### config.mk
export PLATFORM = sky130hd
export DESIGN_NAME = nol_gate_ctrl
export DESIGN_NICKNAME = d
export VERILOG_FILES = /design/src/rtl/nol_pkg.sv /design/src/rtl/nol_timeout.sv /design/src/rtl/nol_fsm.sv /design/src/rtl/nol_outstage.sv /design/src/rtl/nol_gate_ctrl.sv
export SDC_FILE = /design/constraint.sdc
export NUM_CORES = 1
export LEC_CHECK = 0
export ABC_CLOCK_PERIOD_IN_PS = 1900
export BUFFER_PORTS_ARGS = -buffer_cell sky130_fd_sc_hd__buf_2
export CAP_MARGIN = 20
export CORE_AREA = 2 2 39 41
export DETAILED_ROUTE_END_ITERATION = 7
export DIE_AREA = 0 0 41 43
export PLACE_DENSITY = 0.7
export RECOVER_POWER = 25
export SLEW_MARGIN = 10
export SYNTH_ARGS = -nofsm -noshare
export SYNTH_HDL_FRONTEND = slang
export SYNTH_SLANG_ARGS = --single-unit
### constraint.sdc
create_clock -name clk_i -period 1.9 [get_ports clk_i]
set_input_delay 0.19 -clock clk_i [delete_from_list [all_inputs] [get_ports clk_i]]
set_output_delay 0.19 -clock clk_i [all_outputs]
set_load 0.01 [all_outputs]
### src/rtl/nol_pkg.sv
package nol_pkg;
  typedef enum logic [2:0] {
    ST_OFF     = 3'd0,
    ST_LOW_ON  = 3'd1,
    ST_WAIT_HS = 3'd2,
    ST_HS_ON   = 3'd3,
    ST_WAIT_LS = 3'd4
  } nol_state_e;

  localparam int unsigned TO_NS_MIN = 150;
  localparam int unsigned TO_NS_MAX = 600;

  function automatic int unsigned to_cycles(int unsigned ns, int unsigned period_ps);
    int unsigned eff;
    int unsigned cyc;
    eff = (ns < TO_NS_MIN) ? TO_NS_MIN : ((ns > TO_NS_MAX) ? TO_NS_MAX : ns);
    cyc = (eff * 1000) / period_ps;
    return (cyc < 1) ? 1 : cyc;
  endfunction
endpackage

### src/rtl/nol_timeout.sv
module nol_timeout #(
  parameter int unsigned TO_CYC = 70,
  localparam int unsigned CW    = $clog2(TO_CYC + 1)
) (
  input  logic clk_i,
  input  logic rst_ni,
  input  logic start_i,
  input  logic run_i,
  output logic expired_o
);
  logic [CW-1:0] cnt_q;
  localparam logic [CW-1:0] LIMIT = CW'(TO_CYC);

  always_ff @(posedge clk_i or negedge rst_ni) begin
    if (!rst_ni)                       cnt_q <= '0;
    else if (start_i)                  cnt_q <= CW'(1);
    else if (run_i && cnt_q != LIMIT)  cnt_q <= cnt_q + CW'(1);
    else if (!run_i)                   cnt_q <= '0;
  end

  assign expired_o = run_i && (cnt_q == LIMIT);
endmodule

### src/rtl/nol_fsm.sv
module nol_fsm
  import nol_pkg::*;
(
  input  logic       clk_i,
  input  logic       rst_ni,
  input  logic       pwm_i,
  input  logic       run_i,
  input  logic       crowbar_i,
  input  logic       sw_low_i,
  input  logic       hs_low_i,
  input  logic       ls_low_i,
  input  logic       expired_i,
  output nol_state_e state_q_o,
  output nol_state_e state_d_o,
  output logic       wait_enter_o
);
  nol_state_e state_q, state_d;

  always_comb begin
    state_d = state_q;
    if (crowbar_i || !run_i) begin
      state_d = ST_OFF;
    end else begin
      unique case (state_q)
        ST_OFF:     state_d = pwm_i ? ST_WAIT_HS : ST_WAIT_LS;
        ST_LOW_ON:  if (pwm_i) state_d = ST_WAIT_HS;
        ST_WAIT_HS: if (!pwm_i) state_d = ST_WAIT_LS;
                    else if (ls_low_i) state_d = ST_HS_ON;
        ST_HS_ON:   if (!pwm_i) state_d = ST_WAIT_LS;
        ST_WAIT_LS: if (pwm_i) state_d = ST_WAIT_HS;
                    else if ((sw_low_i && hs_low_i) || expired_i) state_d = ST_LOW_ON;
        default:    state_d = ST_OFF;
      endcase
    end
  end

  always_ff @(posedge clk_i or negedge rst_ni) begin
    if (!rst_ni) state_q <= ST_OFF;
    else         state_q <= state_d;
  end

  assign state_q_o    = state_q;
  assign state_d_o    = state_d;
  assign wait_enter_o = (state_d == ST_WAIT_LS) && (state_q != ST_WAIT_LS);
endmodule

### src/rtl/nol_outstage.sv
module nol_outstage
  import nol_pkg::*;
(
  input  logic       clk_i,
  input  logic       rst_ni,
  input  nol_state_e state_d_i,
  input  logic       run_i,
  input  logic       crowbar_i,
  input  logic       ls_dis_ni,
  output logic       hs_en_o,
  output logic       ls_en_o
);
  logic hs_d, ls_d, hs_q, ls_q;

  // crowbar outranks lockout, shutdown and low-side disable
  always_comb begin
    if (crowbar_i) begin
      hs_d = 1'b0;
      ls_d = 1'b1;
    end else if (!run_i) begin
      hs_d = 1'b0;
      ls_d = 1'b0;
    end else begin
      hs_d = (state_d_i == ST_HS_ON);
      ls_d = (state_d_i == ST_LOW_ON) && ls_dis_ni;
    end
  end

  always_ff @(posedge clk_i or negedge rst_ni) begin
    if (!rst_ni) begin
      hs_q <= 1'b0;
      ls_q <= 1'b0;
    end else begin
      hs_q <= hs_d;
      ls_q <= ls_d;
    end
  end

  assign hs_en_o = hs_q;
  assign ls_en_o = ls_q;
endmodule

### src/rtl/nol_gate_ctrl.sv
module nol_gate_ctrl
  import nol_pkg::*;
#(
  parameter int unsigned CLK_PERIOD_PS = 5000,
  parameter int unsigned TIMEOUT_NS    = 350,
  localparam int unsigned TO_CYC       = to_cycles(TIMEOUT_NS, CLK_PERIOD_PS)
) (
  input  logic clk_i,
  input  logic rst_ni,
  input  logic pwm_i,
  input  logic shdn_ni,
  input  logic ls_dis_ni,
  input  logic crowbar_i,
  input  logic supply_ok_i,
  input  logic sw_low_i,
  input  logic hs_low_i,
  input  logic ls_low_i,
  output logic hs_en_o,
  output logic ls_en_o
);
  nol_state_e state_q, state_d;
  logic       run, wait_enter, expired;

  assign run = supply_ok_i && shdn_ni;

  nol_fsm i_fsm (
    .clk_i        (clk_i),
    .rst_ni       (rst_ni),
    .pwm_i        (pwm_i),
    .run_i        (run),
    .crowbar_i    (crowbar_i),
    .sw_low_i     (sw_low_i),
    .hs_low_i     (hs_low_i),
    .ls_low_i     (ls_low_i),
    .expired_i    (expired),
    .state_q_o    (state_q),
    .state_d_o    (state_d),
    .wait_enter_o (wait_enter)
  );

  nol_timeout #(.TO_CYC(TO_CYC)) i_timeout (
    .clk_i     (clk_i),
    .rst_ni    (rst_ni),
    .start_i   (wait_enter),
    .run_i     (state_q == ST_WAIT_LS),
    .expired_o (expired)
  );

  nol_outstage i_out (
    .clk_i     (clk_i),
    .rst_ni    (rst_ni),
    .state_d_i (state_d),
    .run_i     (run),
    .crowbar_i (crowbar_i),
    .ls_dis_ni (ls_dis_ni),
    .hs_en_o   (hs_en_o),
    .ls_en_o   (ls_en_o)
  );
endmodule

## Word-level counts from Yosys, hierarchy flattened

Index checks and enable logic that the tools add are counted.

- Add/sub/neg operators: 1
- Equality and inequality tests: 11
- Multiplexer cells: 16
- Reduce and logical (&&, ||, !) cells: 10

Operator list:

| kind | number |
|---|---|
| two-way mux 3 bit | 8 |
| two-way mux 7 bit | 3 |
| one-hot mux 3 bit (5 select lines) | 1 |
| == test 3 x 2 -> 1 bit, second input constant | 3 |
| adder 7 x 1 -> 7 bit, second input constant | 1 |
| == test 7 bit, second input constant | 1 |
| inequality test 7 bit, second input constant | 1 |
| == test 3 x 1 -> 1 bit, second input constant | 2 |
| == test 3 bit, second input constant | 2 |
| logical AND 1 bit | 6 |
| inequality test 3 bit, second input constant | 2 |
| two-way mux 1 bit | 4 |
| zero test 3 bit | 1 |
| logical OR 1 bit | 2 |
| zero test 1 bit | 1 |

- Register bits: 12
- Word-level logic and storage cells: 42

## Logic depth before layout (Yosys ltp)

- Word-level depth: 11
- Mapped depth: 7

## Cells and area by module

Synthesis repeated with hierarchy kept, for this count alone.

- Cells, all modules: 64
- Area, all modules: 658.1 um^2

Modules (own cells, without submodules):

| module | instances | cells each | area each (um^2) |
|---|---|---|---|
| nol_timeout | 1 | 38 | 391.6 |
| nol_fsm | 1 | 17 | 161.4 |
| nol_outstage | 1 | 7 | 86.3 |
| nol_gate_ctrl | 1 | 2 | 18.8 |

## Worst setup path after synthesis

OpenSTA, ideal clock, no wires.

- Path kind: register to register
- Start: register i_timeout.cnt_q[0]
- End: register i_out.ls_q (netlist: i_out.ls_en_o)
- Library setup time: 0.104 ns
- Arrival: 1.603 ns
- Required time: 1.796 ns
- Slack: 0.193 ns
- Stages on the path, launching flop included: 8
- Buffers on the path: 1
- Cells stage by stage: dfrtp_1 inv_1 ha_1 nand4b_1 or3_1 buf_6 o211a_4 o41ai_2

- Word-level cells in the longest chain between the ends: 11

RTL lines:

| what | RTL line | text |
|---|---|---|
| from (decl) | nol_timeout.sv:11 | `logic [CW-1:0] cnt_q;` |
| from (signal assigned) | nol_timeout.sv:17 | `else if (run_i && cnt_q != LIMIT) cnt_q <= cnt_q + CW'(1);` |
| == test 7 bit | nol_timeout.sv:21 | `assign expired_o = run_i && (cnt_q == LIMIT);` |
| logical AND 1 bit | nol_timeout.sv:21 |  |
| logical OR 1 bit | nol_fsm.sv:31 | `else if ((sw_low_i && hs_low_i) \|\| expired_i) state_d = ST_LOW_ON;` |
| two-way mux 3 bit | nol_fsm.sv:31 |  |
| two-way mux 3 bit | nol_fsm.sv:30 | `ST_WAIT_LS: if (pwm_i) state_d = ST_WAIT_HS;` |
| one-hot mux 3 bit (5 select lines) | nol_fsm.sv:24 | `unique case (state_q)` |
| two-way mux 3 bit | nol_fsm.sv:21 | `if (crowbar_i \|\| !run_i) begin` |
| == test 3 x 1 -> 1 bit | nol_outstage.sv:25 | `ls_d = (state_d_i == ST_LOW_ON) && ls_dis_ni;` |
| logical AND 1 bit | nol_outstage.sv:25 |  |
| two-way mux 1 bit | nol_outstage.sv:20 | `end else if (!run_i) begin` |
| two-way mux 1 bit | nol_outstage.sv:17 | `if (crowbar_i) begin` |
| net i_out.ls_d | nol_outstage.sv:13 | `logic hs_d, ls_d, hs_q, ls_q;` |
| to (signal assigned) | nol_outstage.sv:35 | `ls_q <= ls_d;` |
| to (decl) | nol_outstage.sv:13 |  |

The timed path passes the listed nets, and every way through them passes these cells.
A chain may end at the register's enable or synchronous reset.

## Worst setup path in the final report

Same ends and word-level chain as after synthesis.

==> impl_metrics.tcl <==
set metrics [dict create \
    reg2reg_from "i_timeout.cnt_q[0]" \
    antenna_cells 0 \
    port_buffers 11 \
    top_layer "met4" \
    overflow 0 \
    grt_pass1_wl_mm 2.06 \
    crit_path_max_fanout 4 \
    cts_root_buf "clkbuf_4" \
    clockBufferDepth 2 \
    antenna_found_initial 0 \
    ys_seq_area_frac 0.474 \
    track_usage 0.177 \
    synth_largest_area_cell "dfrtp_1" \
    wl_met3_um 40 \
    setup_tns_ns 0 \
    cts.sinks 12 \
    required_ns 2.08 \
    synth_seq_cells 12 \
    wl_mm 1.22 \
    drt-met1-wl_um 530 \
    slew_headroom 0.560 \
    yosysUniqueCellTypes 25 \
    hold_violations 0 \
    num_rows 14 \
    cts_buffers 3 \
    cts_htree_levels 1 \
    drc 0 \
    yosysWarningCount 0 \
    vias_per_cell 5.49 \
    core-area_um2 1380 \
    die_h_um 43 \
    hpwl_um 937 \
    cp.arrival_ns 1.87 \
    first_pass_iters 2 \
    cp-end-kind "flop" \
    drtAntennaViolNets 0 \
    min_period_ns 1.70 \
    peakVddDrop_mv 0.360 \
    setup_violations 0 \
    drt_first_iter_violations 12 \
    start_util 0.458 \
    synthesis.nets 72 \
    area_growth_pct 18.6 \
    die_area_um2 1760 \
    outcome "completed" \
    yosys.area.top_type_share 0.474 \
    cts-hold-fix-buffers 1 \
    n_fill_cell 127 \
    rsz0062_at_grt "false" \
    syn_inst 60 \
    clk_latency_ns 0.27 \
    slew_viol_final 0 \
    cellLeakagePower_nw 0.332 \
    setup.worst_path.start "i_timeout.cnt_q[0]" \
    fmax_mhz 589 \
    startpoint_type "flop" \
    synth_area_leaders "dfrtp_1 (47%), a2111oi_4 (4.3%), ha_1 (4.0%), nor2_1 (3.6%), nand2_1 (3.0%)" \
    fin_nets 91 \
    synth_area_um2 633 \
    vias 511 \
    critical_path_class "flop to flop" \
    avgRoutedWirePerCell_um 13.1 \
    die_w_um 41 \
    worstHoldPathType "input pin to flop" \
    synth_area_per_cell_um2 10.6 \
    clkTransAtPathRegs_ns 0.08 \
    ff2ff_setup_slack_ns 0.20 \
    gp_congestion 0.699 \
    drive_gt1_frac 0.260 \
    cts_setup_buffers 0 \
    cts_tree "yes" \
    worst_pin_slew_ns 0.660 \
    hold_start "crowbar_i" \
    clock_skew_ns 0.00108 \
    grt_max_degree 13 \
    max_cap_violations 0 \
    post_cts_resized 0 \
    finalCritPeriodShare 0.893 \
    postLayoutCoreUtil 0.542 \
    grt_pass1_vias 506 \
    route.met2.wl_um 621 \
    power_density_nw_per_um2 624 \
    ios 12 \
]
-- logic make-up (layout without fill, tap and decap cells) --
kind of cell / Yosys count / after routing / synth area share
flip-flops: 12 / 12 / 0.474
AO/OA/AOI/OAI: 16 / 16 / 0.227
buffers and inverters: 5 / 22 / 0.0415
XOR/XNOR: 3 / 3 / 0.0415
adder cells (fa/ha/maj): 2 / 2 / 0.0395
AND/OR/NAND/NOR: 22 / 22 / 0.176
-- worst max-delay path: stages (launching register included) --
cell	delay (ns)
dfrtp_1	0.43
inv_1	0.08
ha_1	0.13
nand4b_1	0.08
or3_1	0.35
o211a_4	0.27
o41ai_2	0.26
-- layout by cell type, fill, tap and decap left out, types with 2 or more instances in the layout --
master,n
dfrtp_1,12
buf_2,10
nor2_1,6
nand2_1,5
inv_1,4
or3_1,3
a21oi_1,3
nand3_1,3
clkbuf_4,3
buf_4,3
o211ai_1,2
o21ai_0,2
a211oi_1,2
a31oi_1,2
xor2_1,2
ha_1,2
-- Yosys cell counts --
library cell  number
nor2_1             6
o22ai_1            1
inv_1              4
a2111oi_4          1
or3_1              3
and3_2             1
o211ai_1           2
o21ai_0            2
o211a_4            1
o2111ai_1          1
o41ai_2            1
nand2_1            5
a211oi_1           2
xnor2_1            1
nor2b_1            1
nand3_1            3
nand3b_1           1
ha_1               2
nand4b_1           1
buf_6              1
nand4_1            1
dfrtp_1           12
a31oi_1            2
a21oi_1            3
xor2_1             2
-- layer usage --
layer / vias up / GRT usage
met2: 10 / 0.278
met4: 0 / 0.120
met1: 242 / 0.205
met5: - / 0
met3: 4 / 0.0314
li1: 255 / -
-- power breakdown --
group	total, mW	switching (mW)	internal, mW
Sequential	0.263	0.00369	0.259
Clock	0.160	0.0868	0.0734
Combinational	0.0452	0.0251	0.0201
Total	0.468	0.116	0.353
-- area by class of cell --
| cell class | count | area, um^2 | share of cell area |
|---|---|---|---|
| Clock buffer | 3 | 22.5 | 0.0300 |
| Inverter | 4 | 15.0 | 0.0200 |
| Multi-Input combinational cell | 43 | 307 | 0.408 |
| Sequential cell | 12 | 300 | 0.400 |
| Tap cell | 16 | 20.0 | 0.0267 |
| Timing Repair Buffer | 15 | 86.3 | 0.115 |
-- state kept, by name (all words and copies together) (netlist names) --
signal / cells
i_timeout.cnt_q: 7
i_out.hs_en_o: 1
i_out.ls_en_o: 1
i_fsm.state_q_o: 3
-- metrics by stage --
step / cell area (um^2) / power (mW) / std cells / setup slack, ns / hold WS [ns]
2_1_floorplan: 633 / 0.289 / 60 / 0.193 / -0.106
3_3_place_gp: 719 / 0.312 / 89 / 0.248 / 0.0836
3_5_place_dp: 719 / 0.313 / 89 / 0.218 / 0.0829
4_1_cts: 752 / 0.471 / 93 / 0.204 / 0.114
5_1_grt: 751 / 0.487 / 93 / 0.122 / 0.122
6_report: 751 / 0.468 / 93 / 0.203 / 0.116
-- worst paths after layout --
kind / depth (start not counted) / to
min in group asynchronous: 2 / i_timeout.cnt_q[0]
max: 6 / i_out.ls_en_o
max reg2reg: 6 / i_out.ls_en_o
max in group asynchronous: 2 / i_fsm.state_q_o[0]
min: 3 / i_out.ls_en_o
min reg2reg: 2 / i_timeout.cnt_q[6]
(Power assumes the default switching activity.)
